[config.mk]
export PLATFORM = sky130hd
export DESIGN_NAME = errcpl_packer
export DESIGN_NICKNAME = d
export VERILOG_FILES = /design/src/rtl/errcpl_packer.sv
export SDC_FILE = /design/constraint.sdc
export NUM_CORES = 1
export LEC_CHECK = 0
export ABC_AREA = 0
export ABC_CLOCK_PERIOD_IN_PS = 1070
export BUFFER_PORTS_ARGS = -buffer_cell sky130_fd_sc_hd__buf_2
export CORE_AREA = 3 3 197 199
export CTS_BUF_LIST = sky130_fd_sc_hd__clkbuf_8
export DETAILED_ROUTE_END_ITERATION = 6
export DIE_AREA = 0 0 200 202
export SLEW_MARGIN = 40
export SYNTH_ARGS = -nofsm -noshare
export SYNTH_HDL_FRONTEND = slang
export SYNTH_SLANG_ARGS = --single-unit
export TNS_END_PERCENT = 5
[constraint.sdc]
create_clock -name clk -period 1.07 [get_ports clk]
set_input_delay 0.107 -clock clk [delete_from_list [all_inputs] [get_ports clk]]
set_output_delay 0.107 -clock clk [all_outputs]
set_load 0.005 [all_outputs]
[src/rtl/errcpl_packer.sv]
module errcpl_packer #(
  parameter int DATA_W = 256
) (
  input  logic                   clk,
  input  logic                   rst_n,
  input  logic                   start,
  input  logic [95:0]            cpl_desc,
  input  logic [127:0]           req_desc,
  input  logic [3:0]             first_be,
  input  logic [3:0]             last_be,
  input  logic                   tph_present,
  input  logic [1:0]             tph_type,
  input  logic [7:0]             tph_tag,
  output logic                   busy,
  output logic                   done,
  output logic [DATA_W-1:0]      m_tdata,
  output logic [DATA_W/32-1:0]   m_tkeep,
  output logic                   m_tvalid,
  output logic                   m_tlast,
  input  logic                   m_tready
);
  localparam int PKT_W = 256;
  localparam int DPB   = DATA_W / 32;
  localparam int BEATS = PKT_W / DATA_W;
  localparam int CW    = (BEATS > 1) ? $clog2(BEATS) : 1;

  logic [PKT_W-1:0] pkt;
  logic [CW-1:0]    beat;
  logic             busy_q;

  wire [31:0] side_dw = {8'h00, tph_tag, 5'b0, tph_type, tph_present, last_be, first_be};
  wire        take    = start && !busy_q;
  wire        accept  = busy_q && m_tready;
  wire        finish  = accept && m_tlast;

  always_ff @(posedge clk) begin
    if (!rst_n) begin
      busy_q <= 1'b0;
      beat   <= '0;
      pkt    <= '0;
    end else if (take) begin
      pkt    <= {req_desc, side_dw, cpl_desc};
      busy_q <= 1'b1;
      beat   <= '0;
    end else if (accept) begin
      if (finish) begin
        busy_q <= 1'b0;
        beat   <= '0;
      end else begin
        beat <= beat + 1'b1;
      end
    end
  end

  generate
    if (BEATS == 1) begin : g_one
      assign m_tdata = pkt[DATA_W-1:0];
      assign m_tlast = 1'b1;
    end else begin : g_multi
      logic [DATA_W-1:0] slice [BEATS];
      for (genvar g = 0; g < BEATS; g++) begin : g_slice
        assign slice[g] = pkt[g*DATA_W +: DATA_W];
      end
      assign m_tdata = slice[beat];
      assign m_tlast = (beat == CW'(BEATS - 1));
    end
  endgenerate

  assign m_tkeep  = {DPB{1'b1}};
  assign m_tvalid = busy_q;
  assign busy     = busy_q;
  assign done     = finish;


  start_launch_chk: assert property (@(posedge clk) disable iff (!rst_n)
    start && !busy |=> m_tvalid && busy);


  first_dword_chk: assert property (@(posedge clk) disable iff (!rst_n)
    start && !busy |=> m_tdata[31:0] == $past(cpl_desc[31:0]));


  no_gap_chk: assert property (@(posedge clk) disable iff (!rst_n)
    m_tvalid && !(m_tready && m_tlast) |=> m_tvalid);


  stall_hold_chk: assert property (@(posedge clk) disable iff (!rst_n)
    m_tvalid && !m_tready |=> m_tvalid && $stable(m_tdata) && $stable(m_tlast) && $stable(m_tkeep));


  no_restart_chk: assert property (@(posedge clk) disable iff (!rst_n)
    m_tvalid && m_tready && m_tlast && start |=> !m_tvalid);


  done_end_chk: assert property (@(posedge clk) disable iff (!rst_n)
    done |=> !busy && !m_tvalid);


  done_pulse_chk: assert property (@(posedge clk) disable iff (!rst_n)
    done |=> !done);

endmodule

Yosys cells after proc, flatten, opt, wreduce, memory -nomap -nowiden
Cells that the tools add are included.
{"block": "word_totals", "input_bits": 247, "word_cells": 8, "register_bits": 244, "output_inout_bits": 268}
{"block": "classes", "reduce_logical": 4, "mux": 2}
{"op": "$logic_and A1 B1 Y1", "count": 2}
{"op": "$mux W1", "count": 2}
{"op": "$reduce_bool A2 Y1", "count": 1}
{"op": "$logic_not A1 Y1", "count": 1}

Longest topological paths before layout
Gate-level depths: netlist of the first run.
{"block": "logic_depth", "depth_word": 3, "ltp_mapped": 5, "ltp_nobuf": 2}

Worst setup path before layout of the first run
No wires, ideal clock.
{"block": "synth_path", "path_type": "reg2reg", "from": "register busy_q, in the netlist busy", "to": "register pkt[192], in the netlist m_tdata[192]", "t_required_ps": 998, "synth_period_minus_slack_ps": 1154, "stages_incl_launch_ff": 6, "setup_ps": 72, "setup_slack_ps": -84, "arrival_ps": 1082, "n_path_buf": 3, "cell_sequence": "dfxtp_1 -> nor2b_1 -> buf_4 -> buf_6 -> buf_6 -> mux2i_1"}
{"block": "synth_via", "elab_chain_len": 2}
{"element": "start: declaration", "line_no": "29", "rtl": "logic busy_q;"}
{"element": "start signal: assignment", "line_no": "38", "rtl": "busy_q <= 1'b0;"}
{"element": "start signal: assignment", "line_no": "43", "rtl": "busy_q <= 1'b1;"}
{"element": "start signal: assignment", "line_no": "47", "rtl": "busy_q <= 1'b0;"}
{"element": "$logic_not A1 Y1", "line_no": "32", "rtl": "wire take = start && !busy_q;"}
{"element": "$logic_and A1 B1 Y1", "line_no": "32"}
{"element": "end signal: assignment", "line_no": "42", "rtl": "pkt <= {req_desc, side_dw, cpl_desc};"}
{"element": "end: declaration", "line_no": "27", "rtl": "logic [PKT_W-1:0] pkt;"}
Every way passes these cells.
A chain may end at the register's enable or synchronous reset.

Worst setup path after layout of the first run
{"block": "layout_path", "from": "register busy_q, in the netlist busy", "to": "register pkt[77], in the netlist m_tdata[77]"}
Same word-level chain as after synthesis.

==> metrics, run 1 <==
status finished with violations; Post-Syn Area 0.00989 mm^2; met2 usage 30.7%; GRT Overall Usage 17.0%; Final Cell Area 0.0182 mm^2; flop2flop setup slack -0.39 ns; Ports 515; CTS tree yes; first-pass GRT wire length 55800 um; cells after synthesis 1083; row count 71; Die ar. 0.0404 mm^2; most frequent cells in the layout nand2_1, buf_2, dlygate4sd3_1, mux2i_1, dfxtp_2; H-tree depth 2; DPL Wire Length 22100 um; final slew viol count 0; path depth of the worst reg2reg path 5; share of layout cells above drive strength 1 45.6%; met3 Track Usage GR 5.32%; failing checks setup timing; setup ws final -0.393 ns; WP data arrival 1.90 ns; clock-pin slew on the worst setup and hold paths 0.06 ns; root cell of the clock tree clkbuf_8; synth unique cells 12; #FFs+latches synth 244; Iteration-0 DRC Markers 390; Min-Delay Path Class primary input to flop; RSZ-0062 raised after global routing true; MaxCap Viol Count 0; Avg Vias per Cell 4.31; Synth top area share 49.4%; clk buf depth 3; area delta synth->final 83.6%; Post-Synth Adder-Cell Area 0%; Crit Path Class flop to flop; YS warnings 0; mux contribution to synthesized area 24.6%; fmax 0.684 GHz; relative slew slack 62.8%; Worst EP required 1.51 ns; GR peak layer met2; worst reg2reg path startpoint busy; gpl congestion 0.787; Vias 10400; port buffer count 492; core area 0.0374 mm^2; Total Wirelength 37800 um; Antenna Violating Nets Remaining 0; Power Total 23800 uW; Die Y 202 um; largest area contributor in the netlist dfxtp_1; largest family of logic cells by synthesized area multiplexers; CP max FO 15; most common cell after layout, fill and taps aside nand2_1; Reg2Reg Capture Point m_tdata[77]; CP Launch Point busy; Critical Path End m_tdata[77]; chip width 200 um; Slew @ Worst Pin 0.556 ns; post-route DRC violation count 0; largest net degree at the start of global routing 49; crit-path cells buf_4 -> nor2b_4 -> buf_12 -> buf_6 -> mux2i_1; met1 Use GR 17.7%; post-synthesis xor/xnor area fraction 0%; delay of the slowest cell on the worst path 0.33 ns; Final period util 137%; VDD IR max 0.985 mV; Placed Area 0.0131 mm^2; GRT overflow 0; Post-Synth Simple-Gate Area 18.6%; Synth Area in Compound Gates 0.0759%; Clock Skew 0.0188 ns; CP Launch Type flop; Seq/Total Area, Yosys 49.4%; power per cell area 1310 mW/mm^2; nets 2120; Synth Area per Inst 9.13 um^2; Final Hold Fails 0; later-pin clock latency in the skew report 0.56 ns; TritonCTS Buffers 43; Finished Layout Cells 2415; placed cells 2068; LEAKAGE 0.00862 uW; drt first pass iters 5; initial core utilization 26.4%; top cells by area, synth dfxtp_1, mux2i_1, nand2_1; Routed WL per cell 15.7 um; Setup-failing EPs final 490; vias in the first global route 11100; slowest CP cell mux2i_1; fin crit period 1.46 ns; Crit. End Element flop; clk sinks 244; initial antenna violation count 1
[synthesized netlist by cell type, drive strengths merged]
| cell type | instances |
|---|---|
| conb | 2 |
| and2 | 1 |
| nor2b | 2 |
| o21a | 1 |
| clkbuf | 5 |
| nand2 | 486 |
| mux2i | 243 |
| dfxtp | 244 |
| buf | 99 |
[layout make-up]
type | instances | area [um^2]
multi-input cells | 755 | 4380
fillers | 3167 | 19200
repair buffers | 829 | 7060
diodes | 2 | 5.00
clock inverters | 17 | 93.8
flip-flops and latches | 244 | 5190
well taps | 511 | 639
clock buffers | 57 | 785
[report_power, final]
group / leakage (uW) / internal, uW / switching [uW]
Combinational: 0.00601 / 2800 / 1870
Sequential: 0.00210 / 9850 / 444
Clock: 0.000505 / 4960 / 3870
[through the flow]
step / utilization [%] / hold slack, ns / setup WS, ns / setup TNS [ns]
CTS: 47.1 / 0.0437 / -0.362 / -82.19
finish: 48.5 / 0.101 / -0.393 / -62.22
detailed placement: 35.0 / 0.359 / -0.189 / -21.99
global route: 48.5 / 0.0583 / -0.436 / -95.01
floorplan: - / 0.249 / -0.0650 / -9.79
global placement: 35.0 / 0.355 / -0.112 / -13.95
[worst max-delay path: cells and delay by family, from the launching register on]
| kind | cells | cell delay, ns |
|---|---|---|
| buffers and inverters | 3 | 0.50 |
| muxes | 1 | 0.33 |
| DFF | 1 | 0.32 |
| and+or+nand+nor | 1 | 0.16 |
[worst min path at each step]
stage / from / end / cells past startpoint
3_5_place_dp: cpl_desc[32] / m_tdata[32] / 3
4_1_cts: rst_n / m_tdata[184] / 4
6_report: rst_n / m_tdata[184] / 4
5_1_grt: rst_n / m_tdata[190] / 4
2_1_floorplan: cpl_desc[0] / m_tdata[0] / 2
3_3_place_gp: cpl_desc[18] / m_tdata[18] / 3
[what timing repair did]
item / CTS / global route
resized for setup: 315 / 117
setup endpoints to repair: 489 / 490
hold buffers: 269 / 0
pin swaps: 1 / 0
hold endpoints to repair: 244 / 0
buffers inserted: 2 / 0
[sequential cells by signal, summed over array words and instances, names as in the netlist]
signal   cells
m_tdata    243
busy         1
[per-layer routing]
layer / routed length (um) / vias up
met4: 1600 / 0
met2: 19500 / 428
met5: 0 / -
met1: 14000 / 4859
li1: - / 5004
met3: 2640 / 120
[logic make-up after synthesis]
logic type,Yosys count
compound gates,1
flops,244
simple gates,489
buf+inv,104
other cells,2
mux,243
(Power assumes the default switching activity.)
==> run 2, diff against run 1 <==
==> constraint.sdc (replaced) <==
create_clock -name clk -period 1.07 [get_ports clk]
set_input_delay 0.1605 -clock clk [delete_from_list [all_inputs] [get_ports clk]]
set_output_delay 0.1605 -clock clk [all_outputs]
set_load 0.005 [all_outputs]
==> run 2 against run 1 <==
  * The run still ends with setup timing left
  * Via count down 0.75%
  * Hold slack worse by 0.023 ns
  * Highest routed layer unchanged
  * Critical endpoint is now m_tdata[57]
  * Die area unchanged
  * Largest power group unchanged
  * Power down 4.5%
==> metrics, run 2 (same netlist as run 1, synthesis figures left out) <==
Ports 515 (unchanged); largest net degree at the start of global routing 42 (-14%); GRT Overall Usage 16.5% (-0.55 points); status finished with violations; GRT overflow 0 (unchanged); vias in the first global route 10700 (-3.0%); initial antenna violation count 0 (-1); post-route DRC violation count 0 (unchanged); DPL Wire Length 22300 um (+0.70%); nets 2104 (-0.75%); WP data arrival 1.89 ns (about the same); delay of the slowest cell on the worst path 0.32 ns (about the same); Routed WL per cell 15.6 um (-0.63%); area delta synth->final 80.7%; path depth of the worst reg2reg path 6 (+1); slowest CP cell dfxtp_2; Final Hold Fails 0 (unchanged); Worst EP required 1.55 ns (+0.04 ns); most common cell after layout, fill and taps aside nand2_1; Avg Vias per Cell 4.32 (+0.12%); Antenna Violating Nets Remaining 0 (unchanged); row count 71 (unchanged); power per cell area 1270 mW/mm^2 (-3.0%); flop2flop setup slack -0.34 ns (+0.06 ns); fin crit period 1.41 ns (-0.0569 ns); Total Wirelength 37200 um (-1.5%); setup ws final -0.336 ns (+0.0569 ns); final hold slack 0.0779 ns (-0.0229 ns); final slew viol count 0 (unchanged); initial core utilization 26.4% (unchanged); Finished Core Util 47.8% (-0.78 points); most frequent cells in the layout nand2_1, buf_2, dlygate4sd3_1, dfxtp_2, mux2i_1; CTS tree yes; most used cell, CP buf_4; CP Launch Type flop; Final period util 131% (-5.3 points); crit-path cells buf_4 -> nor2b_4 -> buf_4 -> buf_12 -> buf_6 -> mux2i_1; clk sinks 244 (unchanged); Setup-failing EPs final 490 (unchanged); H-tree depth 2 (unchanged); Largest register FFs 243 (unchanged); Crit Path Class flop to flop; Die Y 202 um (unchanged); clock-pin slew on the worst setup and hold paths 0.06 ns (about the same); Critical Path End m_tdata[57]; port buffer count 492 (unchanged); Hold Startpoint rst_n; failing checks setup timing; later-pin clock latency in the skew report 0.57 ns (about the same); gpl congestion 0.804 (+2.1%); worst reg2reg path startpoint busy; chip width 200 um (unchanged); CP Launch Point busy; share of layout cells above drive strength 1 45.7% (+0.11 points); Cells on Worst Hold Path 4 (unchanged); MaxCap Viol Count 0 (unchanged); Placed Area 0.0131 mm^2 (-0.21%); Crit. End Element flop; Clock Skew 0.0198 ns (+0.000991 ns); clk buf depth 3 (unchanged); Final Cell Area 0.0179 mm^2 (-1.6%); root cell of the clock tree clkbuf_8; CP max FO 9 (-6); LEAKAGE 0.00855 uW (-0.80%); Reg2Reg Capture Point m_tdata[57]; Min-Delay Path Class primary input to flop; first-pass GRT wire length 53600 um (-3.9%); Iteration-0 DRC Markers 333 (-15%); RSZ-0062 raised after global routing true; drt first pass iters 7 (+2); Die ar. 0.0404 mm^2 (unchanged); core area 0.0374 mm^2 (unchanged); TritonCTS Buffers 41 (-4.7%); Vias 10300 (-0.75%); VDD IR max 0.787 mV (-20%); fmax 0.711 GHz (+4.0%)
run 2: changes by cell type in the layout (fill, tap and decap cells not counted), moves of 2 or more:
cell           previous run  this run
dlygate4sd3_1           269       251
buf_12                   18        16
inv_1                    13        19
dfxtp_2                 241       244
clkbuf_8                 57        49
clkbuf_16                 0         3
dfxtp_1                   2         0
clkinv_2                  3         0
buf_2                   315       325
buf_6                   186       177
run 2: final cells by class:
type,count,area [um^2]
clock buffer,49,674
timing repair buffer,815,6910
sequential,244,5190
fill,3203,19500
clock inverter,19,71.3
tap,511,639
antenna,1,2.50
multi-input combinational,755,4380
run 2: worst min path at each step:
stage	to	slack, ns
global placement	m_tdata[3]	0.41
finish	m_tdata[233]	0.08
CTS	m_tdata[142]	0.0003
global route	m_tdata[233]	0.02
detailed placement	m_tdata[71]	0.41
floorplan	m_tdata[0]	0.30
run 2: timing repair:
| item | in CTS | in global routing |
|---|---|---|
| hold buffers | 251 | 0 |
| setup endpoints to repair | 488 | 490 |
| setup buffers | 3 | 2 |
| cloned | 0 | 3 |
| endpoints found under the hold margin | 244 | 0 |
| gates resized for setup | 313 | 113 |
run 2: worst max-delay path: cells and delay by family (launching register included):
family | cells | cell delay (ns)
flops | 1 | 0.32
mux | 1 | 0.24
simple gates | 1 | 0.17
buf+inv | 4 | 0.58
run 2: power by group:
part | internal, uW | switching, uW
combinational | 2770 | 1860
clock | 4090 | 3710
sequential | 9850 | 436
run 2: routing by layer:
| layer | share of wire [%] | wire [um] | GRT usage, % |
|---|---|---|---|
| met4 | 4.8 | 1770 | 8.57 |
| met3 | 7.2 | 2700 | 4.92 |
| met5 | 0 | 0 | 0 |
| met1 | 37 | 13700 | 17.0 |
| met2 | 51 | 19100 | 29.7 |
run 2: through the flow:
stage	std cells	worst slack (ns)	setup TNS, ns	power [uW]
global route	2393	-0.409	-119.67	23800
floorplan	1103	-0.0650	-9.79	11900
finish	2394	-0.336	-83.03	22700
CTS	2388	-0.408	-98.21	22600
global placement	2066	-0.114	-17.44	13400
detailed placement	2066	-0.146	-23.63	13400
==> run 3, diff against run 2 <==
--- a/config.mk
+++ b/config.mk
@@ -5,7 +5,7 @@
 export SDC_FILE = /design/constraint.sdc
 export NUM_CORES = 1
 export LEC_CHECK = 0
-export ABC_AREA = 0
+export ABC_AREA = 1
 export ABC_CLOCK_PERIOD_IN_PS = 1070
 export BUFFER_PORTS_ARGS = -buffer_cell sky130_fd_sc_hd__buf_2
 export CORE_AREA = 3 3 197 199
==> run 3 against run 2 <==
  * The flow finishes with violations (hold timing, setup timing)
  * Via count increased by 24%
  * Clock power increased by 14%
  * Routed wire length increased by 16%
==> metrics, run 3 <==
WP data arrival 1.23 ns (-0.66 ns); Worst Hold End busy; chip width 200 um (unchanged); port buffer count 492 (unchanged); Routed WL per cell 14.8 um (-4.8%); Crit Path Class flop to primary output; Finished Core Util 51.4% (+3.6 points); failing checks hold timing, setup timing; TritonCTS Buffers 44 (+7.3%); number of synthesized flops with an enable pin 0 (unchanged); most common cell after layout, fill and taps aside nor2_1; core area 0.0374 mm^2 (unchanged); status finished with violations; Largest register FFs 243 (unchanged); Synth Area per Inst 6.54 um^2 (-28%); cts hold-fix bufs 244 (-2.8%); final slew viol count 0 (unchanged); Die Y 202 um (unchanged); largest net degree at the start of global routing 82 (+95%); #FFs+latches synth 244 (unchanged); DPL Wire Length 26100 um (+17%); post-route DRC violation count 0 (unchanged); GRT Overall Usage 18.7% (+2.3 points); setup ws final -0.323 ns (+0.0125 ns); H-tree depth 2 (unchanged); CP Launch Type flop; later-pin clock latency in the skew report 0.59 ns (+0.02 ns); CP Launch Point busy; fmax 0.718 GHz (+0.89%); Final Hold Fails 1 (+1); Seq/Total Area, Yosys 46.7% (-2.7 points); initial core utilization 27.9% (+1.5 points); GRT overflow 0 (unchanged); row count 71 (unchanged); synth unique cells 13 (+1); power per cell area 1330 mW/mm^2 (+4.4%); root cell of the clock tree clkbuf_8; clk sinks 244 (unchanged); Placed Area 0.0139 mm^2 (+6.2%); cell with the most instances after synthesis nor2_1; nets 2613 (+24%); Setup-failing EPs final 489 (-0.20%); worst reg2reg path startpoint busy; CP max FO 4 (-5); Cells on Worst Hold Path 5 (+1); largest area contributor in the netlist dfxtp_1; Hold Startpoint m_tready; Post-Syn Area 0.0104 mm^2 (+5.7%); Vias 12800 (+24%); share of layout cells above drive strength 1 37.8% (-7.9 points); MaxCap Viol Count 0 (unchanged); VDD IR max 0.965 mV (+23%); Clock Skew 0.0124 ns (-0.00735 ns); fin crit period 1.39 ns (-0.0125 ns); Worst EP required 0.91 ns (-0.64 ns); first-pass GRT wire length 62000 um (+16%); Antenna Violating Nets Remaining 0 (unchanged); top_reg_cell synth dfxtp_1; final hold slack -0.0355 ns (-0.113 ns); LEAKAGE 0.0103 uW (+20%); top cells by count, synth nor2_1, dfxtp_1, inv_1, nand2_1, nand3_1; Crit. End Element primary output; vias in the first global route 12600 (+18%); RSZ-0062 raised after global routing true; FFs w/ async S/R, synth 0% (unchanged); Final Cell Area 0.0192 mm^2 (+7.6%); Die ar. 0.0404 mm^2 (unchanged); Avg Vias per Cell 4.39 (+1.7%); drt first pass iters 5 (-2); initial antenna violation count 2 (+2); clk buf depth 3 (unchanged); YS warnings 0 (unchanged); Ports 515 (unchanged); Iteration-0 DRC Markers 663 (+99%); flop2flop setup slack -0.27 ns (+0.07 ns); Reg2Reg Capture Point m_tdata[134]; Synth top area share 46.7% (-2.7 points); top cells by area, synth dfxtp_1, nor2_1, nand3_1; Min-Delay Path Class primary input to flop; cells after synthesis 1597 (+47%); most frequent cells in the layout nor2_1, buf_2, inv_1, dlygate4sd3_1, nand2_1; path depth of the worst reg2reg path 7 (+1); Total Wirelength 43100 um (+16%); area delta synth->final 83.9%; CTS tree yes; clock-pin slew on the worst setup and hold paths 0.05 ns (about the same); gpl congestion 0.885 (+10%); Final period util 130% (-1.2 points)
## run 3: changes by cell type in the layout (fill, tap and decap cells not counted), moves of 8 or more
cell,before,now
buf_2,325,311
nand3_1,0,240
inv_1,19,258
buf_6,177,185
clkbuf_16,3,13
nand2_1,486,243
nor2_1,0,481
buf_12,16,27
mux2i_1,242,0
## run 3: worst max-delay path by stage
stage                     cells after the start  slack, ns            to
after global routing                          4      -0.40          done
after global placement                        6      -0.08   m_tdata[84]
after floorplan                               5      0.001  m_tdata[191]
after CTS                                     4      -0.40          done
final                                         4      -0.32          done
after detailed placement                      5       -0.1  m_tdata[198]
## run 3: power breakdown
part           leakage (uW)  switching (uW)  total (uW)  internal (uW)
clock network      0.000501            3970        8910           4930
registers           0.00210             539       10600          10000
logic               0.00766            2650        6050           3390
## run 3: cell type report
| cell class | count | area (um^2) |
|---|---|---|
| fillers | 3313 | 18200 |
| repair buffers | 832 | 7480 |
| flip-flops and latches | 244 | 5190 |
| multi-input cells | 998 | 4100 |
| inverters | 246 | 928 |
| clock buffers | 53 | 729 |
| well taps | 511 | 639 |
| clock inverters | 22 | 146 |
| diodes | 2 | 5.00 |
## run 3: through the flow
step                setup WS, ns  setup TNS (ns)  power (uW)  instances
floorplan                0.00140               0       12600       1617
global placement         -0.0775           -5.42       14600       2565
detailed placement       -0.0985          -10.91       14700       2565
CTS                       -0.395          -81.40       25000       2889
global route              -0.396         -103.95       26800       2908
finish                    -0.323          -74.95       25500       2908
## run 3: per-layer routing
layer | global-route usage (%) | vias up | wire, um
li1 | - | 6236 | -
met1 | 20.5 | 5803 | 16500
met2 | 32.5 | 557 | 21100
met3 | 5.45 | 166 | 3230
met4 | 9.87 | 0 | 2160
met5 | 0 | - | 0
## run 3: what timing repair did
action                                  in CTS  in global routing
resized for setup                          330                132
gates cloned                                 0                 13
endpoints found under the setup margin     485                489
hold endpoints to repair                   244                  1
buffers inserted                             5                  4
pin swaps                                    4                116
## run 3: cell families (layout without fill, tap and decap cells)
logic type	Yosys count	after routing	synth area share, %
and+or+nand+nor	975	975	38.0
buffers and inverters	375	1153	15.1
DFF	244	244	46.7
other	2	24	0.0719
AOI/OAI and AO/OA	1	1	0.0479
## run 3: critical path: stages (launching register included)
cell	delay [ns]
dfxtp_4	0.34
buf_6	0.13
nand2_4	0.05
inv_2	0.04
buf_6	0.10
